$ cat config.mk
export PLATFORM = sky130hd
export DESIGN_NAME = ivr_producer
export DESIGN_NICKNAME = d
export VERILOG_FILES = /design/src/rtl/ivr_pkg.sv /design/src/rtl/ivr_evt_fifo.sv /design/src/rtl/ivr_regs.sv /design/src/rtl/ivr_writer.sv /design/src/rtl/ivr_producer.sv
export SDC_FILE = /design/constraint.sdc
export NUM_CORES = 1
export LEC_CHECK = 0
export BUFFER_PORTS_ARGS = -buffer_cell sky130_fd_sc_hd__clkbuf_2
export CAP_MARGIN = 15
export CORE_ASPECT_RATIO = 2
export CORE_MARGIN = 8
export CORE_UTILIZATION = 64
export CTS_CLUSTER_DIAMETER = 80
export DETAILED_ROUTE_END_ITERATION = 8
export PLACE_DENSITY = 0.86
export SETUP_SLACK_MARGIN = 0.1
export SYNTH_ARGS = -nofsm -noshare
export SYNTH_HDL_FRONTEND = slang
export SYNTH_SLANG_ARGS = --single-unit
$ cat constraint.sdc
create_clock -name clk -period 9.17 [get_ports clk]
set_clock_uncertainty 0.15 [all_clocks]
set_input_delay 0.4585 -clock clk [delete_from_list [all_inputs] [get_ports clk]]
set_output_delay 0.4585 -clock clk [all_outputs]
set_load 0.01 [all_outputs]
$ cat src/rtl/ivr_pkg.sv
package ivr_pkg;

   typedef struct packed {
      logic [15:0] pasid;
      logic [7:0]  vmid;
      logic [7:0]  ring_id;
      logic [27:0] data;
      logic [7:0]  src;
   } ivr_evt_t;

   localparam int EVT_W = $bits(ivr_evt_t);

   typedef enum logic [1:0] {WS_IDLE, WS_WORD, WS_WB} ivr_wstate_e;

   localparam logic [2:0] OFS_CTRL   = 3'd0;
   localparam logic [2:0] OFS_BASE   = 3'd1;
   localparam logic [2:0] OFS_WBLO   = 3'd2;
   localparam logic [2:0] OFS_WBHI   = 3'd3;
   localparam logic [2:0] OFS_RPTR   = 3'd4;
   localparam logic [2:0] OFS_WPTR   = 3'd5;
   localparam logic [2:0] OFS_DBELL  = 3'd6;
   localparam logic [2:0] OFS_STATUS = 3'd7;

   localparam int CB_RING_EN  = 0;
   localparam int CB_IRQ_EN   = 1;
   localparam int CB_WB_EN    = 2;
   localparam int CB_OVF_CLR  = 3;
   localparam int CB_SIZE_LSB = 4;
   localparam int CB_SIZE_W   = 5;
   localparam int MIN_LOG2    = 3;

   function automatic logic [31:0] vec_word(input ivr_evt_t e, input logic [1:0] k);
      logic [31:0] w;
      case (k)
         2'd0:    w = {24'h0, e.src};
         2'd1:    w = {4'h0, e.data};
         2'd2:    w = {e.pasid, e.vmid, e.ring_id};
         default: w = 32'h0;
      endcase
      return w;
   endfunction

endpackage

$ cat src/rtl/ivr_evt_fifo.sv
module ivr_evt_fifo #(
   parameter int W     = 68,
   parameter int DEPTH = 4
) (
   input  logic         clk,
   input  logic         rst_n,
   input  logic         push,
   input  logic [W-1:0] din,
   output logic         full,
   input  logic         pop,
   output logic [W-1:0] dout,
   output logic         empty
);

   if (DEPTH < 1) begin : g_bad_depth
      $error("ivr_evt_fifo: DEPTH must be at least 1");
   end

   if (DEPTH == 1) begin : g_single
      logic         held;
      logic [W-1:0] slot;
      always_ff @(posedge clk or negedge rst_n) begin
         if (!rst_n) begin
            held <= 1'b0;
            slot <= '0;
         end else begin
            if (push && !held) begin
               held <= 1'b1;
               slot <= din;
            end else if (pop && held) begin
               held <= 1'b0;
            end
         end
      end
      assign full  = held;
      assign empty = !held;
      assign dout  = slot;
   end else begin : g_ring
      localparam int AW = $clog2(DEPTH);
      localparam int CW = AW + 1;
      logic [W-1:0]  mem [DEPTH];
      logic [AW-1:0] wr_i, rd_i;
      logic [CW-1:0] cnt;
      logic          do_push, do_pop;

      assign full    = (cnt == CW'(DEPTH));
      assign empty   = (cnt == '0);
      assign do_push = push && !full;
      assign do_pop  = pop && !empty;
      assign dout    = mem[rd_i];

      always_ff @(posedge clk or negedge rst_n) begin
         if (!rst_n) begin
            wr_i <= '0;
            rd_i <= '0;
            cnt  <= '0;
            for (int i = 0; i < DEPTH; i++) mem[i] <= '0;
         end else begin
            if (do_push) begin
               mem[wr_i] <= din;
               wr_i      <= (wr_i == AW'(DEPTH - 1)) ? '0 : wr_i + 1'b1;
            end
            if (do_pop)
               rd_i <= (rd_i == AW'(DEPTH - 1)) ? '0 : rd_i + 1'b1;
            case ({do_push, do_pop})
               2'b10:   cnt <= cnt + 1'b1;
               2'b01:   cnt <= cnt - 1'b1;
               default: cnt <= cnt;
            endcase
         end
      end
   end

endmodule

$ cat src/rtl/ivr_regs.sv
module ivr_regs
   import ivr_pkg::*;
#(
   parameter int PW       = 16,
   parameter int MAX_LOG2 = 14,
   parameter int DB_W     = 10
) (
   input  logic            clk,
   input  logic            rst_n,
   input  logic            reg_we,
   input  logic [2:0]      reg_addr,
   input  logic [31:0]     reg_wdata,
   output logic [31:0]     reg_rdata,
   input  logic            db_we,
   input  logic [DB_W-1:0] db_offset,
   input  logic [31:0]     db_data,
   input  logic            commit,
   input  logic            drop,
   input  logic            busy,
   output logic            ring_en,
   output logic            irq_en,
   output logic            wb_en,
   output logic [39:0]     base40,
   output logic [39:0]     wb_addr,
   output logic [PW-1:0]   wptr,
   output logic [PW-1:0]   rptr,
   output logic            ovf,
   output logic [PW-1:0]   ptr_mask,
   output logic            ovf_clr,
   output logic            wptr_wr
);

   logic [CB_SIZE_W-1:0] size_f, lg_eff;
   logic [31:0]          base_r;
   logic [29:0]          wb_lo;
   logic [7:0]           wb_hi;
   logic                 db_en;
   logic [DB_W-1:0]      db_idx;
   logic [PW-1:0]        align_m;
   logic                 db_hit, rptr_wr, ctrl_wr;
   logic                 unused_hi;

   assign unused_hi = ^{db_data[31:PW], reg_wdata[31:PW]};

   always_comb begin
      if (size_f < CB_SIZE_W'(MIN_LOG2))       lg_eff = CB_SIZE_W'(MIN_LOG2);
      else if (size_f > CB_SIZE_W'(MAX_LOG2))  lg_eff = CB_SIZE_W'(MAX_LOG2);
      else                                     lg_eff = size_f;
      for (int b = 0; b < PW; b++) ptr_mask[b] = (b < int'(lg_eff) + 2);
   end

   assign align_m = ptr_mask & ~PW'(15);
   assign ctrl_wr = reg_we && (reg_addr == OFS_CTRL);
   assign ovf_clr = ctrl_wr && reg_wdata[CB_OVF_CLR];
   assign wptr_wr = reg_we && (reg_addr == OFS_WPTR);
   assign rptr_wr = reg_we && (reg_addr == OFS_RPTR);
   assign db_hit  = db_we && db_en && (db_offset == db_idx);
   assign base40  = {base_r, 8'h00};
   assign wb_addr = {wb_hi, wb_lo, 2'b00};

   always_ff @(posedge clk or negedge rst_n) begin
      if (!rst_n) begin
         ring_en <= 1'b0;
         irq_en  <= 1'b0;
         wb_en   <= 1'b0;
         size_f  <= '0;
         base_r  <= '0;
         wb_lo   <= '0;
         wb_hi   <= '0;
         db_en   <= 1'b0;
         db_idx  <= '0;
      end else if (reg_we) begin
         case (reg_addr)
            OFS_CTRL: begin
               ring_en <= reg_wdata[CB_RING_EN];
               irq_en  <= reg_wdata[CB_IRQ_EN];
               wb_en   <= reg_wdata[CB_WB_EN];
               size_f  <= reg_wdata[CB_SIZE_LSB +: CB_SIZE_W];
            end
            OFS_BASE:  base_r <= reg_wdata;
            OFS_WBLO:  wb_lo  <= reg_wdata[31:2];
            OFS_WBHI:  wb_hi  <= reg_wdata[7:0];
            OFS_DBELL: begin
               db_en  <= reg_wdata[31];
               db_idx <= reg_wdata[DB_W-1:0];
            end
            default: ;
         endcase
      end
   end

   always_ff @(posedge clk or negedge rst_n) begin
      if (!rst_n) begin
         wptr <= '0;
         rptr <= '0;
         ovf  <= 1'b0;
      end else begin
         if (wptr_wr)     wptr <= reg_wdata[PW-1:0] & align_m;
         else if (commit) wptr <= (wptr + PW'(16)) & ptr_mask;

         if (db_hit)       rptr <= db_data[PW-1:0] & align_m;
         else if (rptr_wr) rptr <= reg_wdata[PW-1:0] & align_m;

         if (drop)         ovf <= 1'b1;
         else if (ovf_clr) ovf <= 1'b0;
      end
   end

   always_comb begin
      case (reg_addr)
         OFS_CTRL:   reg_rdata = {23'h0, size_f, 1'b0, wb_en, irq_en, ring_en};
         OFS_BASE:   reg_rdata = base_r;
         OFS_WBLO:   reg_rdata = {wb_lo, 2'b00};
         OFS_WBHI:   reg_rdata = {24'h0, wb_hi};
         OFS_RPTR:   reg_rdata = 32'(rptr);
         OFS_WPTR:   reg_rdata = {ovf, 31'(wptr)};
         OFS_DBELL:  reg_rdata = {db_en, 31'(db_idx)};
         default:    reg_rdata = {31'h0, busy};
      endcase
   end

endmodule

$ cat src/rtl/ivr_writer.sv
module ivr_writer
   import ivr_pkg::*;
#(
   parameter int PW = 16
) (
   input  logic          clk,
   input  logic          rst_n,
   input  logic          evt_valid,
   input  ivr_evt_t      evt,
   input  logic          ring_en,
   input  logic          wb_en,
   input  logic [39:0]   base40,
   input  logic [39:0]   wb_addr,
   input  logic [PW-1:0] wptr,
   input  logic [PW-1:0] rptr,
   input  logic [PW-1:0] ptr_mask,
   input  logic          ovf,
   output logic          pop,
   output logic          commit,
   output logic          drop,
   output logic          mem_we,
   output logic [39:0]   mem_addr,
   output logic [31:0]   mem_wdata,
   output logic          active,
   output logic          in_word,
   output logic          in_wb,
   output logic [1:0]    word_idx
);

   ivr_wstate_e state;
   ivr_evt_t    cur;
   logic        ring_full, start;

   assign ring_full = (((wptr + PW'(16)) & ptr_mask) == rptr);
   assign pop       = (state == WS_IDLE) && evt_valid;
   assign start     = pop && ring_en && !ring_full;
   assign drop      = pop && ring_en && ring_full;
   assign in_word   = (state == WS_WORD);
   assign in_wb     = (state == WS_WB);
   assign commit    = in_word && (word_idx == 2'd3);
   assign active    = (state != WS_IDLE);

   always_ff @(posedge clk or negedge rst_n) begin
      if (!rst_n) begin
         state    <= WS_IDLE;
         cur      <= '0;
         word_idx <= '0;
      end else begin
         case (state)
            WS_IDLE: begin
               if (start) begin
                  cur      <= evt;
                  word_idx <= '0;
                  state    <= WS_WORD;
               end else if (drop && wb_en) begin
                  state <= WS_WB;
               end
            end
            WS_WORD: begin
               word_idx <= word_idx + 1'b1;
               if (word_idx == 2'd3) state <= wb_en ? WS_WB : WS_IDLE;
            end
            default: state <= WS_IDLE;
         endcase
      end
   end

   always_comb begin
      mem_we    = in_word || in_wb;
      mem_addr  = '0;
      mem_wdata = '0;
      if (in_word) begin
         mem_addr  = base40 + 40'(wptr) + 40'({word_idx, 2'b00});
         mem_wdata = vec_word(cur, word_idx);
      end else if (in_wb) begin
         mem_addr  = wb_addr;
         mem_wdata = {ovf, 31'(wptr)};
      end
   end

endmodule

$ cat src/rtl/ivr_producer.sv
module ivr_producer
   import ivr_pkg::*;
#(
   parameter int FIFO_DEPTH = 4,
   parameter int MAX_LOG2   = 14,
   parameter int DB_W       = 10
) (
   input  logic            clk,
   input  logic            rst_n,
   input  logic            ev_valid,
   output logic            ev_ready,
   input  logic [7:0]      ev_src_id,
   input  logic [27:0]     ev_src_data,
   input  logic [7:0]      ev_ring_id,
   input  logic [7:0]      ev_vmid,
   input  logic [15:0]     ev_pasid,
   input  logic            reg_we,
   input  logic [2:0]      reg_addr,
   input  logic [31:0]     reg_wdata,
   output logic [31:0]     reg_rdata,
   input  logic            db_we,
   input  logic [DB_W-1:0] db_offset,
   input  logic [31:0]     db_data,
   output logic            mem_we,
   output logic [39:0]     mem_addr,
   output logic [31:0]     mem_wdata,
   output logic            irq_out
);

   localparam int PW = MAX_LOG2 + 2;

   if (MAX_LOG2 < MIN_LOG2 || MAX_LOG2 > 28) begin : g_bad_log2
      $error("ivr_producer: MAX_LOG2 out of range 3..28");
   end
   if (DB_W < 1 || DB_W > 31) begin : g_bad_dbw
      $error("ivr_producer: DB_W out of range 1..31");
   end

   ivr_evt_t      ev_in, ev_head;
   logic          q_full, q_empty, pop;
   logic          ring_en, irq_en, wb_en, ovf, ovf_clr, wptr_wr;
   logic [39:0]   base40, wb_addr;
   logic [PW-1:0] wptr, rptr, ptr_mask;
   logic          commit, drop, active, in_word, in_wb;
   logic [1:0]    word_idx;

   assign ev_in    = '{pasid: ev_pasid, vmid: ev_vmid, ring_id: ev_ring_id,
                       data: ev_src_data, src: ev_src_id};
   assign ev_ready = !q_full;
   assign irq_out  = ring_en && irq_en && (rptr != wptr);

   ivr_evt_fifo #(.W(EVT_W), .DEPTH(FIFO_DEPTH)) u_fifo (
      .clk   (clk),
      .rst_n (rst_n),
      .push  (ev_valid),
      .din   (ev_in),
      .full  (q_full),
      .pop   (pop),
      .dout  (ev_head),
      .empty (q_empty)
   );

   ivr_regs #(.PW(PW), .MAX_LOG2(MAX_LOG2), .DB_W(DB_W)) u_regs (
      .clk       (clk),
      .rst_n     (rst_n),
      .reg_we    (reg_we),
      .reg_addr  (reg_addr),
      .reg_wdata (reg_wdata),
      .reg_rdata (reg_rdata),
      .db_we     (db_we),
      .db_offset (db_offset),
      .db_data   (db_data),
      .commit    (commit),
      .drop      (drop),
      .busy      (active || !q_empty),
      .ring_en   (ring_en),
      .irq_en    (irq_en),
      .wb_en     (wb_en),
      .base40    (base40),
      .wb_addr   (wb_addr),
      .wptr      (wptr),
      .rptr      (rptr),
      .ovf       (ovf),
      .ptr_mask  (ptr_mask),
      .ovf_clr   (ovf_clr),
      .wptr_wr   (wptr_wr)
   );

   ivr_writer #(.PW(PW)) u_writer (
      .clk       (clk),
      .rst_n     (rst_n),
      .evt_valid (!q_empty),
      .evt       (ev_head),
      .ring_en   (ring_en),
      .wb_en     (wb_en),
      .base40    (base40),
      .wb_addr   (wb_addr),
      .wptr      (wptr),
      .rptr      (rptr),
      .ptr_mask  (ptr_mask),
      .ovf       (ovf),
      .pop       (pop),
      .commit    (commit),
      .drop      (drop),
      .mem_we    (mem_we),
      .mem_addr  (mem_addr),
      .mem_wdata (mem_wdata),
      .active    (active),
      .in_word   (in_word),
      .in_wb     (in_wb),
      .word_idx  (word_idx)
   );

endmodule

==> results by stage <==
Setup path:
- The startpoint of the worst-slack reg-to-reg timing path is u_regs.size_f[1].
- STA classifies the critical path endpoint as a flip-flop.
- The worst setup path startpoint is u_regs.size_f[1].
- The worst path required time is between 9000 and 10000 ps.
- For this run, the slowest stage of the critical path takes 630 ps.
- The signal on the critical path passes through o21ba_2, nand2b_1, ha_1, o2bb2ai_1, a211oi_2, nor2_1, a221o_1, or4_4, nor4_4, nor2_4, buf_4, mux2_4.
- In this run the worst path has a maximum fanout of 69.
- The endpoint identified for the worst register-to-register timing path is u_writer.cur[27].
- The worst endpoint data arrival time is about 5300 ps.
- STA classifies the critical path startpoint as a flip-flop.
- The register-to-register path setup slack is 4150 ps.
- Measured in cells, the most critical reg-to-reg path has a length of 12.
- The worst setup path is of the reg2reg kind.
- The most critical setup path has its endpoint at u_writer.cur[27].
- The slowest stage of the critical path is the nor4_4 cell.

Global routing:
- The number of global-route vias before repair was 17718.
- The total global routing overflow is 0.
- The number of antenna violations at the first check in global routing is 9.
- The global-route total usage across every layer is 0.326.
- The first global-routing pass estimated 107000 microns of wire.
- The maximum number of pins on one net before global-route repair is 180.

Routing:
- Before antenna repair, the detailed router went through 6 iterations.
- The number of vias per cell is 6.64.
- The number of nets with antenna violations after routing is 0.
- The count of routing violations after the opening detailed-route iteration is 1271.
- For this run, design rule violations remaining after detail routing come to 0.
- Dividing the detail-routed wire length by the instance count gives 28.2 microns.
- After detailed routing, the total wire length is 70400 microns.
- The detailed router placed 16539 vias in this run.

Yosys:
- Synthesis instantiated 80 different standard cells from the library.
- In the post-synthesis netlist, the biggest area contributors are dfrtp_1, mux2_2, mux4_2.
- The number of standard cells after synthesis is 1806.
- Yosys printed 0 warnings.
- Of the post-synthesis cell area, the dominant cell type holds 0.500.
- For this run, the register share of the synthesized area comes to 0.500.
- After synthesis the netlist holds a flip-flop and latch count of 469.
- For this run, asynchronously set or reset flops after synthesis account for 1.00.
- When the netlist entered floorplanning its net count stood at between 1500 and 2000.
- The commonest cells after synthesis are dfrtp_1, mux2_2, nand2_1, mux4_2, clkbuf_1.
- Summed over all instances, the cell type with the most area after synthesis is dfrtp_1.
- Dividing the synthesized area by the synthesized cell count gives 13.0 sq um.
- The synthesized design contains 0 enable-type register cells.
- The leading cell type by number of instances after synthesis is dfrtp_1.
- The most used flip-flop cell after synthesis is dfrtp_1.
- After synthesis the cells add up to approximately 23000 sq um.

Clock network:
- The clock sink count is 469.
- In this run, CTS created clock tree buffers numbering 40.
- The count of instances resized after the clock tree is built is 0.
- The tree is rooted in a clkbuf_16.
- TritonCTS built the clock tree.
- The clock latency on the worst-skew pair is about 550 ps.
- In this run the number of H-tree levels came out at 2.
- The number of hold buffers added after CTS was 8.
- No sink is reached through more buffers than the 3 on the longest clock path.
- The number of setup buffers added after CTS is 0.
- The clock-pin transition on the worst setup and hold timing paths is 80 ps.

Min path:
- The kind of path behind the tightest hold check is in2reg.
- The worst hold path begins at reg_wdata[27].

Power and ir drop:
- Across the VDD grid, the largest voltage drop is 0.258 mV.
- The analysis attributes to cell leakage a power of roughly 12 nW.
- After layout, the design draws a total of approximately 9.2 mW.
- The total power per unit cell area is between 300 and 400 nW/um^2.

Timing:
- For the pin with the worst max-slew slack, the measured transition is 1120 ps.
- Setup repair after global routing left no endpoint under its margin.
- The final hold violation count is 0.
- The post-route fraction of the period consumed by the critical path is 0.547.
- The shortest period the worst path allows is 5020 ps.
- The count of final max-slew check failures came to 0.
- The number of setup violations in the final report is 0.
- Setup total negative slack on the finished layout was measured at 0 ps.
- The worst pin sits at a relative slew slack of 0.253.
- Based on the critical path, the design can be clocked at up to 0.199 GHz.

Placement:
- The final estimated routing congestion in global placement is between 0.9 and 1.
- During placement, the flow inserted port buffers numbering 236.
- Summed over all nets, the half-perimeter wirelength after detailed placement is between 40000 and 50000 microns.

Final layout:
- The fraction of final layout cells sized beyond drive strength 1 is 0.421.
- In the final design database the tool counted 2175 nets.
- The layout has 2340 filler cells.
- Compared with the post-synthesis result, the final layout area differs by 12.9%.

Floorplan:
- The floorplan core area is 36300 sq um.
- The die span in y is between 200 and 300 microns.
- The die boundary width is 151 microns.
- The number of standard-cell rows in the floorplan is 99.
- The number of top-level pins is 257.
- The starting utilization of the core area is 0.647.
- The floorplan step defined a die boundary enclosing roughly 43000 sq um.

Run status:
- The flow ran to the end, and the final reports show no timing, DRC or antenna violations.

Run:
- The reported max-cap violation count is 0.
==> worst min-delay path by stage <==
stage | endpoint | slack [ps] | depth (start not counted)
floorplan | u_fifo.g_ring.cnt[0] | 10 | 0
global placement | u_fifo.g_ring.mem[93] | 330 | 1
detailed placement | u_fifo.g_ring.mem[122] | 340 | 1
CTS | u_regs.wb_lo[14] | 2 | 2
global route | u_regs.wb_lo[25] | 4 | 2
finish | u_regs.wb_lo[25] | 10 | 2
==> metrics by stage <==
step	setup WS [ps]	hold WS [ps]	instances	utilization	area (sq um)
final	4150	13.4	2491	0.730	26500
after global routing	3920	4.28	2491	0.730	26500
after CTS	4180	1.98	2480	0.728	26400
after detailed placement	4200	338	2398	0.688	25000
after global placement	4240	331	2398	0.688	25000
after floorplan	5140	12.9	1806	-	23500
==> where the power goes <==
part | total [mW] | internal [mW] | switching (mW)
Combinational | 3.63 | 1.94 | 1.69
Clock | 1.79 | 1.01 | 0.780
Sequential | 3.77 | 2.99 | 0.774
==> cells in the final DEF, fill, tap and decap left out, types with 6 or more instances in the layout <==
master and n:
o31ai_1 16, nand2b_1 10, mux2_4 9, o21a_1 6
buf_4 26, dlygate4sd3_1 8, or3_1 7, a21oi_1 42
dfrtp_1 467, nor2_1 46, a21o_1 10, diode_2 8
nand3_1 22, xor2_1 17, mux2i_1 25, mux4_2 72
ha_1 25, clkbuf_8 6, xnor2_1 55, a222oi_1 8
and3_1 12, clkbuf_16 42, nand2_1 98, o21ai_0 58
a22oi_1 30, inv_1 28, nand4_1 10, a22o_1 51
o22ai_1 6, nor4_1 10, clkinv_2 7, and2_1 10
nor2b_1 8, nor3_1 15, mux2_2 422, clkbuf_2 235
clkbuf_1 12
==> kinds of logic (layout without fill, tap and decap cells) <==
logic type      count (synthesis)  after routing  synth area share
fa+ha+maj                      28             28            0.0156
mux                           528            528             0.288
xor+xnor                       72             72            0.0269
buf+inv                       152            375            0.0261
compound gates                273            273            0.0825
simple gates                  284            284            0.0614
other cells                     0              8                 0
flops                         469            469             0.500
==> state kept, by name, summed over array words and instances (netlist names), 8 cells and up <==
register and count:
u_regs.wb_lo 30, u_regs.db_idx 10, u_regs.rptr 12, u_regs.wb_hi 8
u_writer.cur 68, u_regs.wptr 16, u_fifo.g_ring.mem 272, u_regs.base_r 32
==> critical path, delay by kind of cell (launching register included) <==
| kind | cells | cell delay, ps |
|---|---|---|
| compound gates | 4 | 1410 |
| fa+ha+maj | 1 | 530 |
| buf+inv | 1 | 440 |
| flops | 1 | 570 |
| mux | 1 | 440 |
| simple gates | 5 | 1280 |
==> layer usage <==
layer  global-route usage  up-vias  routed length (microns)  share of wire
met3               0.0564      250                     4330          0.062
met5                    0        -                        0              0
met4                0.237        0                     5420          0.077
met1                0.347     8436                    23700           0.34
li1                     -     7080                        -              -
met2                0.566      773                    36900           0.52
==> cell type report <==
| type | instances | area, sq um | area share |
|---|---|---|---|
| clock buffer | 60 | 1180 | 0.0445 |
| timing repair buffer | 273 | 1540 | 0.0581 |
| tap | 454 | 568 | 0.0214 |
| sequential | 469 | 11700 | 0.443 |
| clock inverter | 14 | 188 | 0.00708 |
| multi-input combinational | 1185 | 11200 | 0.421 |
| antenna | 8 | 20.0 | 0.000755 |
| inverter | 28 | 105 | 0.00396 |
No activity file was read; power rests on OpenSTA's default activity.
